[src/rtl/spidiv_pkg.sv]
package spidiv_pkg;

  typedef enum logic {
    LAW_POW2   = 1'b0,
    LAW_LINEAR = 1'b1
  } law_e;

  // Counter width that holds the longest half period of either law.
  function automatic int cnt_width(input int lin_w, input int pow_w);
    int lin_bits;
    int pow_bits;
    lin_bits = lin_w + 1;
    pow_bits = (1 << pow_w) - 1;
    return (lin_bits > pow_bits) ? lin_bits : pow_bits;
  endfunction

endpackage

[src/rtl/spidiv_decode.sv]
module spidiv_decode
  import spidiv_pkg::*;
#(
  parameter int LIN_W = 8,
  parameter int POW_W = 4,
  parameter int CNT_W = 15
) (
  input  logic             law_i,
  input  logic [LIN_W-1:0] lin_i,
  input  logic [POW_W-1:0] pow_i,
  output logic [CNT_W-1:0] half_o
);

  law_e law;
  assign law = law_e'(law_i);

  always_comb begin
    if (law == LAW_LINEAR) begin
      half_o = CNT_W'(lin_i) + CNT_W'(1);
    end else if (pow_i == '0) begin
      half_o = CNT_W'(1);
    end else begin
      half_o = CNT_W'(1) << (pow_i - POW_W'(1));
    end
  end

endmodule

[src/rtl/spidiv_counter.sv]
module spidiv_counter #(
  parameter int CNT_W = 15
) (
  input  logic             clk_i,
  input  logic             rst_ni,
  input  logic             en_i,
  input  logic [CNT_W-1:0] half_new_i,
  output logic             wrap_o
);

  logic [CNT_W-1:0] cnt_q;
  logic [CNT_W-1:0] half_q;

  assign wrap_o = en_i && ((cnt_q + CNT_W'(1)) == half_q);

  always_ff @(posedge clk_i or negedge rst_ni) begin
    if (!rst_ni) begin
      cnt_q  <= '0;
      half_q <= CNT_W'(1);
    end else if (!en_i) begin
      cnt_q  <= '0;
      half_q <= half_new_i;
    end else if (wrap_o) begin
      cnt_q  <= '0;
      half_q <= half_new_i;
    end else begin
      cnt_q  <= cnt_q + CNT_W'(1);
    end
  end

  AST_CNT_BELOW_HALF: assert property (@(posedge clk_i) disable iff (!rst_ni)
    cnt_q < half_q);

  AST_HALF_NONZERO: assert property (@(posedge clk_i) disable iff (!rst_ni)
    half_q != '0);

  AST_HALF_HELD: assert property (@(posedge clk_i) disable iff (!rst_ni)
    (en_i && !wrap_o) |=> $stable(half_q));

  AST_OFF_CLEARS: assert property (@(posedge clk_i) disable iff (!rst_ni)
    !en_i |=> cnt_q == '0);

endmodule

[src/rtl/spidiv_phase.sv]
module spidiv_phase (
  input  logic clk_i,
  input  logic rst_ni,
  input  logic en_i,
  input  logic idle_i,
  input  logic wrap_i,
  output logic sclk_o,
  output logic tick_o
);

  logic sclk_q;
  logic tick_q;

  always_ff @(posedge clk_i or negedge rst_ni) begin
    if (!rst_ni) begin
      sclk_q <= 1'b0;
      tick_q <= 1'b0;
    end else if (!en_i) begin
      sclk_q <= idle_i;
      tick_q <= 1'b0;
    end else begin
      sclk_q <= wrap_i ? ~sclk_q : sclk_q;
      tick_q <= wrap_i;
    end
  end

  assign sclk_o = sclk_q;
  assign tick_o = tick_q;

  AST_IDLE_WHILE_OFF: assert property (@(posedge clk_i) disable iff (!rst_ni)
    !en_i |=> (sclk_q == $past(idle_i)) && !tick_q);

  AST_TICK_IS_EDGE: assert property (@(posedge clk_i) disable iff (!rst_ni)
    $past(en_i) |-> (tick_q == (sclk_q != $past(sclk_q))));

endmodule

[src/rtl/spi_sclk_divider.sv]
module spi_sclk_divider
  import spidiv_pkg::*;
#(
  parameter int CTRL_W = 32,
  parameter int LIN_W  = 8,
  parameter int POW_W  = 4
) (
  input  logic              clk_i,
  input  logic              rst_ni,
  input  logic              en_i,
  input  logic              idle_lvl_i,
  input  logic [CTRL_W-1:0] ctrl_word_i,
  output logic              sclk_o,
  output logic              tick_o
);

  localparam int LIN_LSB = 0;
  localparam int POW_LSB = LIN_LSB + LIN_W;
  localparam int SEL_BIT = POW_LSB + POW_W;
  localparam int CNT_W   = cnt_width(LIN_W, POW_W);

  logic [CNT_W-1:0] half_new;
  logic             wrap;
  logic             ctrl_unused;

  assign ctrl_unused = ^ctrl_word_i[CTRL_W-1:SEL_BIT+1];

  spidiv_decode #(
    .LIN_W (LIN_W),
    .POW_W (POW_W),
    .CNT_W (CNT_W)
  ) decode_i (
    .law_i  (ctrl_word_i[SEL_BIT]),
    .lin_i  (ctrl_word_i[LIN_LSB +: LIN_W]),
    .pow_i  (ctrl_word_i[POW_LSB +: POW_W]),
    .half_o (half_new)
  );

  spidiv_counter #(
    .CNT_W (CNT_W)
  ) counter_i (
    .clk_i      (clk_i),
    .rst_ni     (rst_ni),
    .en_i       (en_i),
    .half_new_i (half_new),
    .wrap_o     (wrap)
  );

  spidiv_phase phase_i (
    .clk_i  (clk_i),
    .rst_ni (rst_ni),
    .en_i   (en_i),
    .idle_i (idle_lvl_i),
    .wrap_i (wrap),
    .sclk_o (sclk_o),
    .tick_o (tick_o)
  );

  AST_NO_TICK_OFF: assert property (@(posedge clk_i) disable iff (!rst_ni)
    !en_i |=> !tick_o);

endmodule

[config.mk]
export PLATFORM = sky130hd
export DESIGN_NAME = spi_sclk_divider
export DESIGN_NICKNAME = d
export VERILOG_FILES = /design/src/rtl/spidiv_pkg.sv /design/src/rtl/spidiv_decode.sv /design/src/rtl/spidiv_counter.sv /design/src/rtl/spidiv_phase.sv /design/src/rtl/spi_sclk_divider.sv
export SDC_FILE = /design/constraint.sdc
export NUM_CORES = 1
export LEC_CHECK = 0
export ABC_AREA = 1
export BUFFER_PORTS_ARGS = -buffer_cell sky130_fd_sc_hd__clkbuf_2
export CAP_MARGIN = 30
export CORE_MARGIN = 2
export CORE_UTILIZATION = 57
export CTS_CLUSTER_DIAMETER = 100
export DETAILED_ROUTE_END_ITERATION = 10
export GPL_TIMING_DRIVEN = 0
export HOLD_SLACK_MARGIN = 0.15
export PLACE_DENSITY = 0.81
export RECOVER_POWER = 50
export SETUP_SLACK_MARGIN = 0.2
export SLEW_MARGIN = 10
export SYNTH_ARGS = -nofsm -noshare
export SYNTH_HDL_FRONTEND = slang
export SYNTH_HIERARCHICAL = 1
export SYNTH_SLANG_ARGS = --single-unit
[constraint.sdc]
create_clock -name clk_i -period 2.37 [get_ports clk_i]
set_input_delay 0 -clock clk_i [delete_from_list [all_inputs] [get_ports clk_i]]
set_output_delay 0 -clock clk_i [all_outputs]
set_load 0.005 [all_outputs]
* Word level (Yosys, flattened, before mapping)
Index checks and enable logic that the tools add are counted.
** Word-level totals
- ROM bits :: 0
- Register bits :: 32
- Logic and storage cells :: 22
- Output and inout port bits :: 2
- Memories :: 0
- Bits of input ports :: 36
- Latch bits :: 0
- Memory bits (writable) :: 0
** Operators by class
- $lt $le $gt $ge :: 0
- Shift operators :: 1
- Bitwise logic cells :: 1
- Reduce and logical (&&, ||, !) cells :: 2
- Add/sub/neg operators :: 3
- Divide/modulo/power cells :: 0
- Multiply operators :: 0
- Equality and inequality tests :: 2
- Mux-type cells :: 9
** Operator list (number)
- $mux W15 :: 6
- $add A15 B1 Y15 const B :: 1
- $eq A15 B15 Y1 :: 1
- $shl A1 B4 Y15 const A :: 1
- $add A8 B1 Y9 const B :: 1
- $logic_not A4 Y1 :: 1
- $sub A4 B1 Y4 const B :: 1
- $mux W1 :: 3
- $ne A2 B1 Y1 const B :: 1
- $logic_and A1 B1 Y1 :: 1
- $not A1 Y1 :: 1

* Logic depth before layout (Yosys ltp)
- Depth after elaboration :: 6
- Gate-level depth with buffers :: 17
- Depth with buffers taken out :: 17

* By module
Netlist, hierarchy kept.
** By module, submodules not included
- spidiv_counter :: times used 1, area an instance 1848.0 um^2, cells an instance 268, seq. area each 752.0 um^2
- spidiv_decode :: times used 1, area an instance 370.4 um^2, cells an instance 76, seq. area each 0.0 um^2
- spidiv_phase :: times used 1, area an instance 96.3 um^2, cells an instance 14, seq. area each 50.0 um^2

* Least setup slack after synthesis
No wires, ideal clock.
- Path kind :: register to register
- Start :: register counter_i.cnt_q[0]
- End :: register counter_i.half_q[4]
- Buffers on the path :: 1
- Setup slack :: 0.396 ns
- Library setup time :: 0.117 ns
- Period minus slack after synthesis :: 1.974 ns
- Data arrival time :: 1.857 ns
- Data required time :: 2.253 ns
- Cell stages (with the launch flop) :: 16
- Cells stage by stage :: dfrtp_1 ha_1 nand2_1 nor2_2 nand2_2 inv_2 nand2_1 nand2_1 nand2_1 nand2_1 nand2_1 nor2_2 nand3_4 buf_2 nand3_1 nand2_1
** On the way
- Longest elaborated chain between the ends :: 4
** Ends and longest elaborated chain
- from (decl) :: line spidiv_counter.sv:11 : logic [CNT_W-1:0] cnt_q;
- from (signal assigned) :: line spidiv_counter.sv:27 : cnt_q <= cnt_q + CNT_W'(1);
- $add A15 B1 Y15 :: line spidiv_counter.sv:14 : assign wrap_o = en_i && ((cnt_q + CNT_W'(1)) == half_q);
- $eq A15 B15 Y1 :: line spidiv_counter.sv:14
- $logic_and A1 B1 Y1 :: line spidiv_counter.sv:14
- $ne A2 B1 Y1 (no line)
- to (signal assigned) :: line spidiv_counter.sv:22 : half_q <= half_new_i;
- to (signal assigned) :: line spidiv_counter.sv:25 : half_q <= half_new_i;
- to (decl) :: line spidiv_counter.sv:12 : logic [CNT_W-1:0] half_q;
Every way passes these cells.
A chain may end at the register's enable or synchronous reset.

* Worst setup path after layout
- Start :: register counter_i.cnt_q[0]
- End :: register counter_i.half_q[8]
The elaborated chain is that of the path after synthesis.

==> summary.md <==
| Metric | Value |
|---|---|
| Fmax | `roughly 0.49 GHz` |
| Total CTS buffers | `5` |
| Post-route core utilization | `0.720` |
| Worst-path maximum fanout | `10` |
| Logic gate share of total power | `0.202` |
| Layout fillers | `roughly 330` |
| Synth unique cells | `33` |
| DR vias/cell | `around 5.3` |
| Slowest stage delay, CP | `between 0.4 and 0.5 ns` |
| Cell taking the most area after synthesis | `dfrtp_1` |
| Startpoint Class | `flip-flop` |
| Max Slew Vio Count | `33` |
| DRT Pass-1 Iters | `6` |
| Port bufs | `18` |
| Min-Delay Path Class | `in2reg` |
| Synth top area share | `0.335` |
| WL final | `5.68 mm` |
| Clk Latency, worst-skew pair | `about 0.28 ns` |
| Yosys reg bits | `32` |
| Core area | `~3900 sq um` |
| Nets | `~440` |
| Critical Path AT | `between 2 and 2.5 ns` |
| Source of the critical timing path | `counter_i/cnt_q[0]` |
| Drt wl/cell | `roughly 12 um` |
| Deepest clock path buffer count | `2` |
| Post-Layout Cell Count | `455` |
| Placed Cells | `approximately 430` |
| Worst Setup Slack, final | `about 0.32 ns` |
| DR vias | `around 2400` |
| CTS root buffer | `clkbuf_8` |
| PwrDens | `499 nW/um^2` |
| Post-Layout Inst Area | `around 2800 sq um` |
| R2R setup slack | `roughly 0.32 ns` |
| Clk sink count | `32` |
| Clk pin slew, worst setup/hold paths | `roughly 0.07 ns` |
| Fin Setup TNS | `0 ns` |
| Synthesized netlist net count | `between 300 and 400` |
| Worst reg2reg startpoint | `counter_i/cnt_q[0]` |
| CTS tree | `yes` |
| Number of I/O pins | `38` |
| LEAKAGE | `between 1 and 1.5 nW` |
| Largest delay share family, worst path | `simple AND/OR/NAND/NOR gates` |
| Max VDD drop | `~0.00030 V` |
| Post-layout min period | `between 2 and 2.5 ns` |
| Violations in the final reports | `capacitance limit, slew limit` |
| CP Class | `reg2reg` |
| Overall Global Routing Usage | `0.271` |
| Req. time, crit path | `around 2.5 ns` |
| Clk_skew | `between 0.005 and 0.006 ns` |
| Worst Setup End Kind | `flip-flop` |
| Register area share after synthesis | `0.346` |
| RePlAce Congestion | `about 0.91` |
| Mapped cell area | `2310 sq um` |
| Max Cap Viol | `1` |
| CP cell instances | `buf_4 -> inv_1 -> nor2_4 -> buf_4 -> nand4_1 -> nand2_1 -> nand2_1 -> nand2_1 -> nand2_1 -> nor2_2 -> nand3_4 -> buf_4 -> nand3_1 -> nand2_1` |
| Routed Antenna Nets | `0` |
| Synth warn | `6` |
| Crit share post-route | `0.863` |
| Antenna cells | `0` |
| Largest cells by area after synthesis | `dfrtp_1 34%, nand2_1 20%, nand3_1 11%` |
| P_int | `1.01 mW` |
| Syn-to-layout area delta | `22.6%` |
| Status | `finished with violations` |
| GR Overflow Total | `0` |
| FP Rows | `23` |
| Sequential share of power | `0.429` |
| Starting DRC count in detailed routing | `around 230` |
| Initial Utilization | `0.587` |
| Pin count of the biggest net entering global routing | `33` |
| Most frequent CP cell | `nand2_1` |
| Die height | `slightly below 70 um` |
| Post-Place Worst Slack | `between 0.002 and 0.0025 ns` |
| Cell count after synthesis | `around 360` |
| Syn_area_per_cell | `~6.5 sq um` |
| Fin. Hold Viols | `0` |
| Switching part of the total | `0.286` |
| First-pass GRT wire length | `a little over 9 mm` |
| CTS H-tree depth | `2` |
| Slew HR | `-0.167` |
| Net Sw Power | `0.404 mW` |
| Placed cell area | `around 2500 sq um` |
| Unrepaired setup endpoints after global routing | `true` |
| Worst Tran Pin Value | `roughly 1.8 ns` |
| Share of layout cells above drive strength 1 | `0.165` |
| DP HPWL | `between 4 and 5 mm` |
| Initial antenna violation count | `0` |
| Vias in the first global route | `about 2200` |
| Final setup viols | `0` |
| Die ar. | `between 4000 and 5000 sq um` |
| Clock Power Share | `0.368` |
| Drc violations | `0` |
| Slowest-stage cell, CP | `dfrtp_1` |
| Worst hold start | `ctrl_word_i[4]` |
| Worst path bufs/invs | `4` |
| Die X-Extent | `roughly 68 um` |
## synthesized netlist by cell type
cell type	n
nand2_1	123
nand3_1	49
nor2_1	41
inv_1	40
dfrtp_1	31
nand4_1	15
nand3b_1	9
nor2_2	7
o21ai_0	5
and3_1	4
buf_4	3
inv_2	3
nor3_1	3
a21oi_1	2
buf_6	2
ha_1	2
nand2_2	2
o21bai_1	2
buf_1	1
buf_2	1
clkbuf_1	1
dfstp_2	1
nand2_4	1
nand3_4	1
nor2_4	1
nor4_1	1
nor4_2	1
o21ai_1	1
o21ai_2	1
o22ai_1	1
or2_1	1
or2_2	1
xor2_1	1
## tightest hold or removal path: cells and delay by family
kind                   cells  cell delay, ns
AO/OA/AOI/OAI              1            0.07
buffers and inverters      1            0.11
AND/OR/NAND/NOR            4            0.23
## per-layer routing
layer	routed length (um)	track usage
met1	2520	0.327
met2	2840	0.466
met5	0	0
met3	246	0.0583
met4	78	0.110
## area by class of cell
cell class                 count  area (sq um)  share of cell area
multi-input combinational    275          1360               0.478
timing repair buffer          39           279              0.0983
buffer                         8          63.8              0.0225
clock buffer                   5          68.8              0.0242
inverter                      43           161              0.0569
sequential                    32           805               0.283
clock inverter                 3          42.5              0.0150
tap                           50          62.6              0.0220
## per-stage QoR
| step | total power, mW | hold slack (ns) |
|---|---|---|
| floorplan | 0.778 | -0.296 |
| global placement | 0.850 | 0.125 |
| detailed placement | 0.858 | 0.135 |
| CTS | 1.41 | 0.151 |
| global route | 1.49 | 0.196 |
| finish | 1.42 | 0.160 |
## sequential cells by signal (all words and copies together) (netlist names)
register          count
counter_i/cnt_q      15
phase_i/tick_o        1
phase_i/sclk_o        1
counter_i/half_q     15
## cells in the final DEF, fill, tap and decap left out, types with 5 or more instances in the layout
cell type	Yosys	routed
o21ai_0	5	5
dfrtp_1	31	29
inv_1	40	40
nor2_2	7	7
clkbuf_8	0	5
buf_4	3	10
nand3_1	49	47
nand2_1	123	120
nor2_1	41	38
nand4_1	15	15
nand3b_1	9	9
clkbuf_2	0	15
dlygate4sd3_1	0	14
## cell families (layout without fill, tap and decap cells)
kind of cell             count (synthesis)  count (layout)  share of synthesized area
XOR/XNOR                                 1               1                    0.00378
AND/OR/NAND/NOR                        260             260                      0.514
flip-flops                              32              32                      0.346
adder cells (fa/ha/maj)                  2               2                     0.0108
buffers and inverters                   51              98                     0.0946
AO/OA/AOI/OAI                           12              12                     0.0303
## final timing paths
check,depth (start not counted),endpoint
max reg2reg,14,counter_i/half_q[8]
min in group asynchronous,2,counter_i/cnt_q[10]
max,14,counter_i/half_q[8]
min,6,counter_i/half_q[4]
max in group asynchronous,2,counter_i/cnt_q[2]
min reg2reg,2,counter_i/half_q[0]
## power by group through the flow
stage                     clock (mW)  sequential [mW]  combinational, mW
after global routing           0.558            0.611              0.322
after detailed placement           0            0.614              0.243
after floorplan                    0            0.606              0.172
after global placement             0            0.612              0.238
final                          0.522            0.608              0.286
after CTS                      0.535            0.603              0.271
## repair_timing
item / CTS / global route
hold buffers: 14 / 0
hold endpoints to repair: 42 / 0
setup endpoints to repair: 32 / 32
buffers inserted: 3 / 4
pin swaps: 1 / 12
gates resized for setup: 4 / 16
(Power assumes the default switching activity.)
